--- config.mk ---
export PLATFORM = sky130hd
export DESIGN_NAME = mul_early_term
export DESIGN_NICKNAME = d
export VERILOG_FILES = /design/src/rtl/mul_et_pkg.sv /design/src/rtl/mul_stop_detect.sv /design/src/rtl/mul_partial.sv /design/src/rtl/mul_half_add.sv /design/src/rtl/mul_early_term.sv
export SDC_FILE = /design/constraint.sdc
export NUM_CORES = 2
export LEC_CHECK = 0
export BUFFER_PORTS_ARGS = -buffer_cell sky130_fd_sc_hd__buf_2
export CORE_MARGIN = 8
export CORE_UTILIZATION = 58
export DETAILED_ROUTE_END_ITERATION = 8
export PLACE_DENSITY = 0.8
export SYNTH_ARGS = -nofsm -noshare
export SYNTH_HDL_FRONTEND = slang
export SYNTH_SLANG_ARGS = --single-unit
--- constraint.sdc ---
create_clock -name clk -period 7.1 [get_ports clk]
set_clock_uncertainty 0.15 [all_clocks]
set_input_delay 0.71 -clock clk [delete_from_list [all_inputs] [get_ports clk]]
set_output_delay 0.71 -clock clk [all_outputs]
set_load 0.01 [all_outputs]
--- src/rtl/mul_et_pkg.sv ---
`timescale 1ns/1ps
package mul_et_pkg;
  localparam int OP_ACC  = 0;
  localparam int OP_LONG = 1;
  localparam int OP_SGN  = 2;

  typedef enum logic [1:0] {
    ST_IDLE,
    ST_ITER,
    ST_ACC_LO,
    ST_ACC_HI
  } mul_st_e;
endpackage

--- src/rtl/mul_stop_detect.sv ---
`timescale 1ns/1ps
module mul_stop_detect #(
  parameter int WIDTH  = 32,
  parameter int SLICE  = 8,
  parameter int NSLICE = WIDTH / SLICE,
  parameter int CW     = $clog2(NSLICE + 3)
) (
  input  logic [WIDTH-1:0] mplier_i,
  input  logic             sgn_i,
  output logic [CW-1:0]    iters_o
);
  logic [NSLICE-1:1] stop;

  // stop[k]: everything above slice k-1 is pure extension
  for (genvar k = 1; k < NSLICE; k++) begin : g_stop
    assign stop[k] = ~(|mplier_i[WIDTH-1:k*SLICE]) |
                     (sgn_i & (&mplier_i[WIDTH-1:k*SLICE]));
  end

  always_comb begin
    iters_o = CW'(NSLICE);
    for (int k = NSLICE - 1; k >= 1; k--) begin
      if (stop[k]) iters_o = CW'(k);
    end
  end
endmodule

--- src/rtl/mul_partial.sv ---
`timescale 1ns/1ps
module mul_partial #(
  parameter int PW    = 64,
  parameter int SLICE = 8
) (
  input  logic [PW-1:0]    mcand_i,
  input  logic [SLICE-1:0] slice_i,
  input  logic             ext_i,
  output logic [PW-1:0]    pp_o
);
  logic signed [SLICE:0]  slice_s;
  logic signed [PW-1:0]   slice_x;
  logic signed [PW-1:0]   mcand_s;

  // ext_i gives the slice a weight of -2^SLICE when upper bits were all ones
  assign slice_s = {ext_i, slice_i};
  assign slice_x = PW'(slice_s);
  assign mcand_s = mcand_i;
  assign pp_o    = mcand_s * slice_x;
endmodule

--- src/rtl/mul_half_add.sv ---
`timescale 1ns/1ps
module mul_half_add #(
  parameter int HW = 32
) (
  input  logic [HW-1:0] x_i,
  input  logic [HW-1:0] y_i,
  input  logic          cin_i,
  output logic [HW-1:0] sum_o,
  output logic          cout_o
);
  assign {cout_o, sum_o} = {1'b0, x_i} + {1'b0, y_i} + {{HW{1'b0}}, cin_i};
endmodule

--- src/rtl/mul_early_term.sv ---
`timescale 1ns/1ps
module mul_early_term #(
  parameter int WIDTH = 32,
  parameter int SLICE = 8,
  localparam int PW     = 2 * WIDTH,
  localparam int NSLICE = WIDTH / SLICE,
  localparam int CW     = $clog2(NSLICE + 3)
) (
  input  logic             clk,
  input  logic             rst_n,
  input  logic             start_i,
  input  logic [2:0]       op_i,
  input  logic [WIDTH-1:0] mcand_i,
  input  logic [WIDTH-1:0] mplier_i,
  input  logic [PW-1:0]    acc_i,
  output logic [PW-1:0]    result_o,
  output logic             done_o,
  output logic [CW-1:0]    cycles_o
);
  import mul_et_pkg::*;

  // reset: asserted asynchronously, released on the clock
  logic [1:0] rst_sync_q;
  logic       rst_ns;

  always_ff @(posedge clk or negedge rst_n) begin
    if (!rst_n) rst_sync_q <= 2'b00;
    else        rst_sync_q <= {rst_sync_q[0], 1'b1};
  end
  assign rst_ns = rst_sync_q[1];

  // state
  mul_st_e          state_q,  state_d;
  logic [PW-1:0]    mcand_q,  mcand_d;
  logic [WIDTH-1:0] mplier_q, mplier_d;
  logic [CW-1:0]    left_q,   left_d;
  logic             negtop_q, negtop_d;
  logic [PW-1:0]    acc_q,    acc_d;
  logic             long_q,   long_d;
  logic             accf_q,   accf_d;
  logic             carry_q,  carry_d;
  logic [PW-1:0]    prod_q,   prod_d;
  logic [CW-1:0]    cycles_q, cycles_d;
  logic             done_q,   done_d;

  logic             accept;
  logic             upd_en;
  logic             sgn_in;
  logic [CW-1:0]    iters;
  logic [PW-1:0]    pp;
  logic             pp_ext;
  logic [WIDTH-1:0] add_x, add_y, add_sum;
  logic             add_cin, add_cout;

  assign accept = start_i && (state_q == ST_IDLE);
  assign upd_en = accept || (state_q != ST_IDLE);
  assign sgn_in = op_i[OP_SGN] | ~op_i[OP_LONG];
  assign pp_ext = negtop_q && (left_q == CW'(1));

  mul_stop_detect #(
    .WIDTH (WIDTH),
    .SLICE (SLICE),
    .NSLICE(NSLICE),
    .CW    (CW)
  ) u_stop (
    .mplier_i(mplier_i),
    .sgn_i   (sgn_in),
    .iters_o (iters)
  );

  mul_partial #(
    .PW   (PW),
    .SLICE(SLICE)
  ) u_pp (
    .mcand_i(mcand_q),
    .slice_i(mplier_q[SLICE-1:0]),
    .ext_i  (pp_ext),
    .pp_o   (pp)
  );

  // one 32-bit adder serves both tail cycles
  always_comb begin
    if (state_q == ST_ACC_HI) begin
      add_x   = prod_q[PW-1:WIDTH];
      add_y   = accf_q ? acc_q[PW-1:WIDTH] : '0;
      add_cin = carry_q;
    end else begin
      add_x   = prod_q[WIDTH-1:0];
      add_y   = acc_q[WIDTH-1:0];
      add_cin = 1'b0;
    end
  end

  mul_half_add #(
    .HW(WIDTH)
  ) u_add (
    .x_i   (add_x),
    .y_i   (add_y),
    .cin_i (add_cin),
    .sum_o (add_sum),
    .cout_o(add_cout)
  );

  // next-state logic
  always_comb begin
    state_d  = state_q;
    mcand_d  = mcand_q;
    mplier_d = mplier_q;
    left_d   = left_q;
    negtop_d = negtop_q;
    acc_d    = acc_q;
    long_d   = long_q;
    accf_d   = accf_q;
    carry_d  = carry_q;
    prod_d   = prod_q;
    cycles_d = cycles_q;
    done_d   = 1'b0;

    unique case (state_q)
      ST_IDLE: begin
        if (accept) begin
          mcand_d  = sgn_in ? {{WIDTH{mcand_i[WIDTH-1]}}, mcand_i}
                            : {{WIDTH{1'b0}}, mcand_i};
          mplier_d = mplier_i;
          left_d   = iters;
          negtop_d = sgn_in & mplier_i[WIDTH-1];
          acc_d    = acc_i;
          long_d   = op_i[OP_LONG];
          accf_d   = op_i[OP_ACC];
          carry_d  = 1'b0;
          prod_d   = '0;
          cycles_d = iters + {{(CW-1){1'b0}}, op_i[OP_ACC]}
                           + {{(CW-1){1'b0}}, op_i[OP_LONG]};
          state_d  = ST_ITER;
        end
      end
      ST_ITER: begin
        prod_d   = prod_q + pp;
        mcand_d  = mcand_q << SLICE;
        mplier_d = mplier_q >> SLICE;
        left_d   = left_q - CW'(1);
        if (left_q == CW'(1)) begin
          if (accf_q)      state_d = ST_ACC_LO;
          else if (long_q) state_d = ST_ACC_HI;
          else begin
            state_d = ST_IDLE;
            done_d  = 1'b1;
          end
        end
      end
      ST_ACC_LO: begin
        prod_d[WIDTH-1:0] = add_sum;
        carry_d           = add_cout;
        if (long_q) state_d = ST_ACC_HI;
        else begin
          state_d = ST_IDLE;
          done_d  = 1'b1;
        end
      end
      ST_ACC_HI: begin
        prod_d[PW-1:WIDTH] = add_sum;
        state_d            = ST_IDLE;
        done_d             = 1'b1;
      end
      default: state_d = ST_IDLE;
    endcase
  end

  // registers
  always_ff @(posedge clk or negedge rst_ns) begin
    if (!rst_ns) begin
      state_q  <= ST_IDLE;
      mcand_q  <= '0;
      mplier_q <= '0;
      left_q   <= '0;
      negtop_q <= 1'b0;
      acc_q    <= '0;
      long_q   <= 1'b0;
      accf_q   <= 1'b0;
      carry_q  <= 1'b0;
      prod_q   <= '0;
      cycles_q <= '0;
    end else if (upd_en) begin
      state_q  <= state_d;
      mcand_q  <= mcand_d;
      mplier_q <= mplier_d;
      left_q   <= left_d;
      negtop_q <= negtop_d;
      acc_q    <= acc_d;
      long_q   <= long_d;
      accf_q   <= accf_d;
      carry_q  <= carry_d;
      prod_q   <= prod_d;
      cycles_q <= cycles_d;
    end
  end

  always_ff @(posedge clk or negedge rst_ns) begin
    if (!rst_ns) done_q <= 1'b0;
    else         done_q <= done_d;
  end

  assign result_o = long_q ? prod_q : {{WIDTH{1'b0}}, prod_q[WIDTH-1:0]};
  assign done_o   = done_q;
  assign cycles_o = cycles_q;
endmodule

==> run_results.csv <==
group,metric,value,unit
layout,finalNonFillerCells,4312,
detailed_routing,drtPass1Iterations,5,
detailed_routing,vias_per_cell,5.84,
sta,drv_slew,0,
global_route,grt_use_total,28.1,%
floorplan,ios,202,
critical_path,cpMostUsedCell,"fa_1",
clock_tree,h-tree-depth,1,
sta,rsz0062_at_grt,"no",
sta,hold_viol,0,
sta,slew_headroom,16.2,%
layout,layout-drive-gt1-share,11.4,%
yosys,synthTopCellsByArea,"fa_1, dfrtp_1, ha_1",
sta,finalCritPeriodShare,93.8,%
critical_path,path_max_fanout,24,
critical_path,cp-end-kind,"flop",
detailed_routing,wl_per_cell,20.3,um
layout,syn_to_final_growth,6.57,%
clock_tree,clockBufferDepth,3,
global_route,grt_max_degree,143,
global_route,first_global_vias,25640,
yosys,synth_edf_count,0,
floorplan,die_y,250,um
clock_tree,cts_tree,"yes",
placed_design,io_buffers,201,
outcome,outcome,"finished clean",
yosys,synth_nets,4349,
sta,fin_crit,6.66,ns
clock_tree,clkTransAtPathRegs,0.06,ns
detailed_routing,first_iter_violations,2152,
detailed_routing,num_vias,25170,
yosys,async_flop_share,100,%
floorplan,core_area,54800,um^2
sta,fmax,150,MHz
sta,tns,0,ns
job,cap_violations,0,
detailed_routing,drc_errors,0,
clock_tree,cts_made_buffers,28,
placed_design,dp_cells,4261,
yosys,ys_types,73,
clock_tree,insertion_delay,0.61,ns
layout,finalNetCount,4365,
layout,final_cell_mix,"inv_1, fa_1, nand2_1",
critical_path,arrival,7.00,ns
floorplan,die_area,62700,um^2
detailed_routing,ant_nets,0,
critical_path,path_class,"flop to flop",
sta,finalSetupViolations,0,
placed_design,dp_hpwl,70600,um
detailed_routing,routed_wl,87700,um
yosys,synthCells,3572,
yosys,yosysTopAreaCell,"fa_1",
floorplan,die_w,250,um
clock_tree,cts_sinks,239,
yosys,ys_seq_area_share,18.8,%
critical_path,required,7.43,ns
yosys,avgSynthCellArea,8.93,um^2
yosys,ys_dominant_reg_cell,"dfrtp_1",
global_route,antenna_found_initial,1,
critical_path,startpoint_type,"flop",
clock_tree,cts-root-buf,"clkbuf_16",
floorplan,initial_core_util,58.2,%
sta,tightest_slew,1.25,ns
placed_design,place_congestion,0.937,
global_route,grt_pass1_wl,142000,um
critical_path,slowest_delay,0.72,ns
worst_hold_path,hold_class,"flop to asynchronous set/reset pin",
global_route,gr-total-overflow,0,
critical_path,reg2reg_slack,0.44,ns
yosys,synth_seq_cells,239,
yosys,yosysWarnings,0,
critical_path,worstPathCellList,"buf_4, and2_1, fa_1, inv_1, fa_1, fa_1, fa_1, fa_1, inv_1, ha_1, a21oi_1, nand2_1, a2111oi_0, a211oi_1, a31oi_4, o21bai_1, a21oi_1, xnor2_1, a221oi_1, nor2_1",
yosys,synth_area,31900,um^2
floorplan,rows,86,
yosys,synth_top_area_share,29.3,%
layout,layout_commonest_cell,"inv_1",
critical_path,cp_slowest_cell,"dfrtp_1",
==> area by class of cell <==
type	count	area [um^2]
antenna	1	2.50
tap	704	881
sequential	239	5990
inverter	581	2180
fill	4469	20800
multi-input combinational	2499	22700
timing repair buffer	239	1340
clock inverter	9	83.8
clock buffer	40	796
==> repair_timing <==
item                       4_1_cts  5_1_grt
hold endpoints to repair         2        0
gates resized for setup          0        1
setup buffers                    0        0
setup endpoints to repair        0        3
hold buffers                     1        0
==> final timing paths <==
path                                              start                        to  cells after the start
worst max-delay path            mplier_q[4]$_DFFE_PN0P_    prod_q[51]$_DFFE_PN0P_                     20
worst min-delay path            rst_sync_q[1]$_DFF_PN0_  mplier_q[27]$_DFFE_PN0P_                      0
worst max register to register  mplier_q[4]$_DFFE_PN0P_    prod_q[51]$_DFFE_PN0P_                     20
worst min register to register  rst_sync_q[1]$_DFF_PN0_  mplier_q[27]$_DFFE_PN0P_                      0
max in group asynchronous       rst_sync_q[1]$_DFF_PN0_    prod_q[23]$_DFFE_PN0P_                      1
min in group clk                              acc_i[20]     acc_q[20]$_DFFE_PN0P_                      2
==> registers in the layout, summed over array words and instances, names as in the netlist <==
name,flops
acc_q,64
long_q,1
left_q,3
accf_q,1
done_o,1
mplier_q,32
rst_sync_q,2
prod_q,64
mcand_q,64
state_q,2
carry_q,1
cycles_o,3
negtop_q,1
==> routing by layer <==
metal,share of wire (%),wire [um],vias to the layer above,GRT usage (%)
met2,46,40200,1192,43.4
met5,0.039,34,-,0
met3,9.7,8480,174,6.27
li1,-,-,11266,-
met1,41,35700,12532,39.0
met4,3.8,3290,6,9.68
==> cell usage after synthesis (4+ instances only) <==
| master | number |
|---|---|
| a211oi_1 | 11 |
| a21o_1 | 35 |
| a21oi_1 | 140 |
| a221oi_1 | 20 |
| a22o_1 | 20 |
| a22oi_1 | 26 |
| a311oi_1 | 4 |
| a31oi_1 | 10 |
| and2_1 | 326 |
| and3_1 | 10 |
| buf_1 | 8 |
| buf_4 | 32 |
| clkbuf_1 | 212 |
| dfrtp_1 | 239 |
| fa_1 | 466 |
| ha_1 | 177 |
| inv_1 | 581 |
| mux2_2 | 100 |
| mux2i_1 | 49 |
| nand2_1 | 420 |
| nand2b_1 | 7 |
| nand3_1 | 18 |
| nand4_1 | 26 |
| nor2_1 | 155 |
| nor2b_1 | 13 |
| nor3_1 | 15 |
| nor4_1 | 5 |
| o211ai_1 | 8 |
| o21a_1 | 13 |
| o21ai_0 | 200 |
| o21ai_1 | 12 |
| o21bai_1 | 22 |
| o221ai_1 | 7 |
| o22ai_1 | 6 |
| o31ai_1 | 4 |
| or2_2 | 11 |
| xnor2_1 | 74 |
| xor2_1 | 26 |
==> stage by stage <==
stage | setup slack (ns) | hold slack (ns) | util (%) | area (um^2)
after global placement | 0.482 | 0.175 | 60.4 | 33100
after floorplan | 0.652 | 0.181 | - | 31900
after CTS | 0.464 | 0.162 | 62.0 | 34000
after global routing | 0.0383 | 0.170 | 62.0 | 34000
final | 0.437 | 0.147 | 62.0 | 34000
after detailed placement | 0.429 | 0.171 | 60.4 | 33100
==> cell families (layout without fill, tap and decap cells) <==
kind of cell	count (synthesis)	in the layout	share of synthesized area, %
AND/OR/NAND/NOR	1020	1020	15.4
buffers and inverters	834	869	10.2
adder cells (fa/ha/maj)	643	643	36.2
AO/OA/AOI/OAI	586	586	11.6
flip-flops	239	239	18.8
multiplexers	149	149	5.07
XOR/XNOR	100	100	2.75
other	1	2	0.0118
==> critical path, delay by kind of cell, from the launching register on <==
family / cells / cell delay [ns]
compound gates: 7 / 1.97
xor+xnor: 1 / 0.10
fa+ha+maj: 6 / 2.70
buf+inv: 3 / 0.54
flops: 1 / 0.72
simple gates: 3 / 0.38
Power is not shown: default switching activity piles up to over one toggle a cycle in this logic, so the estimate is an artifact.
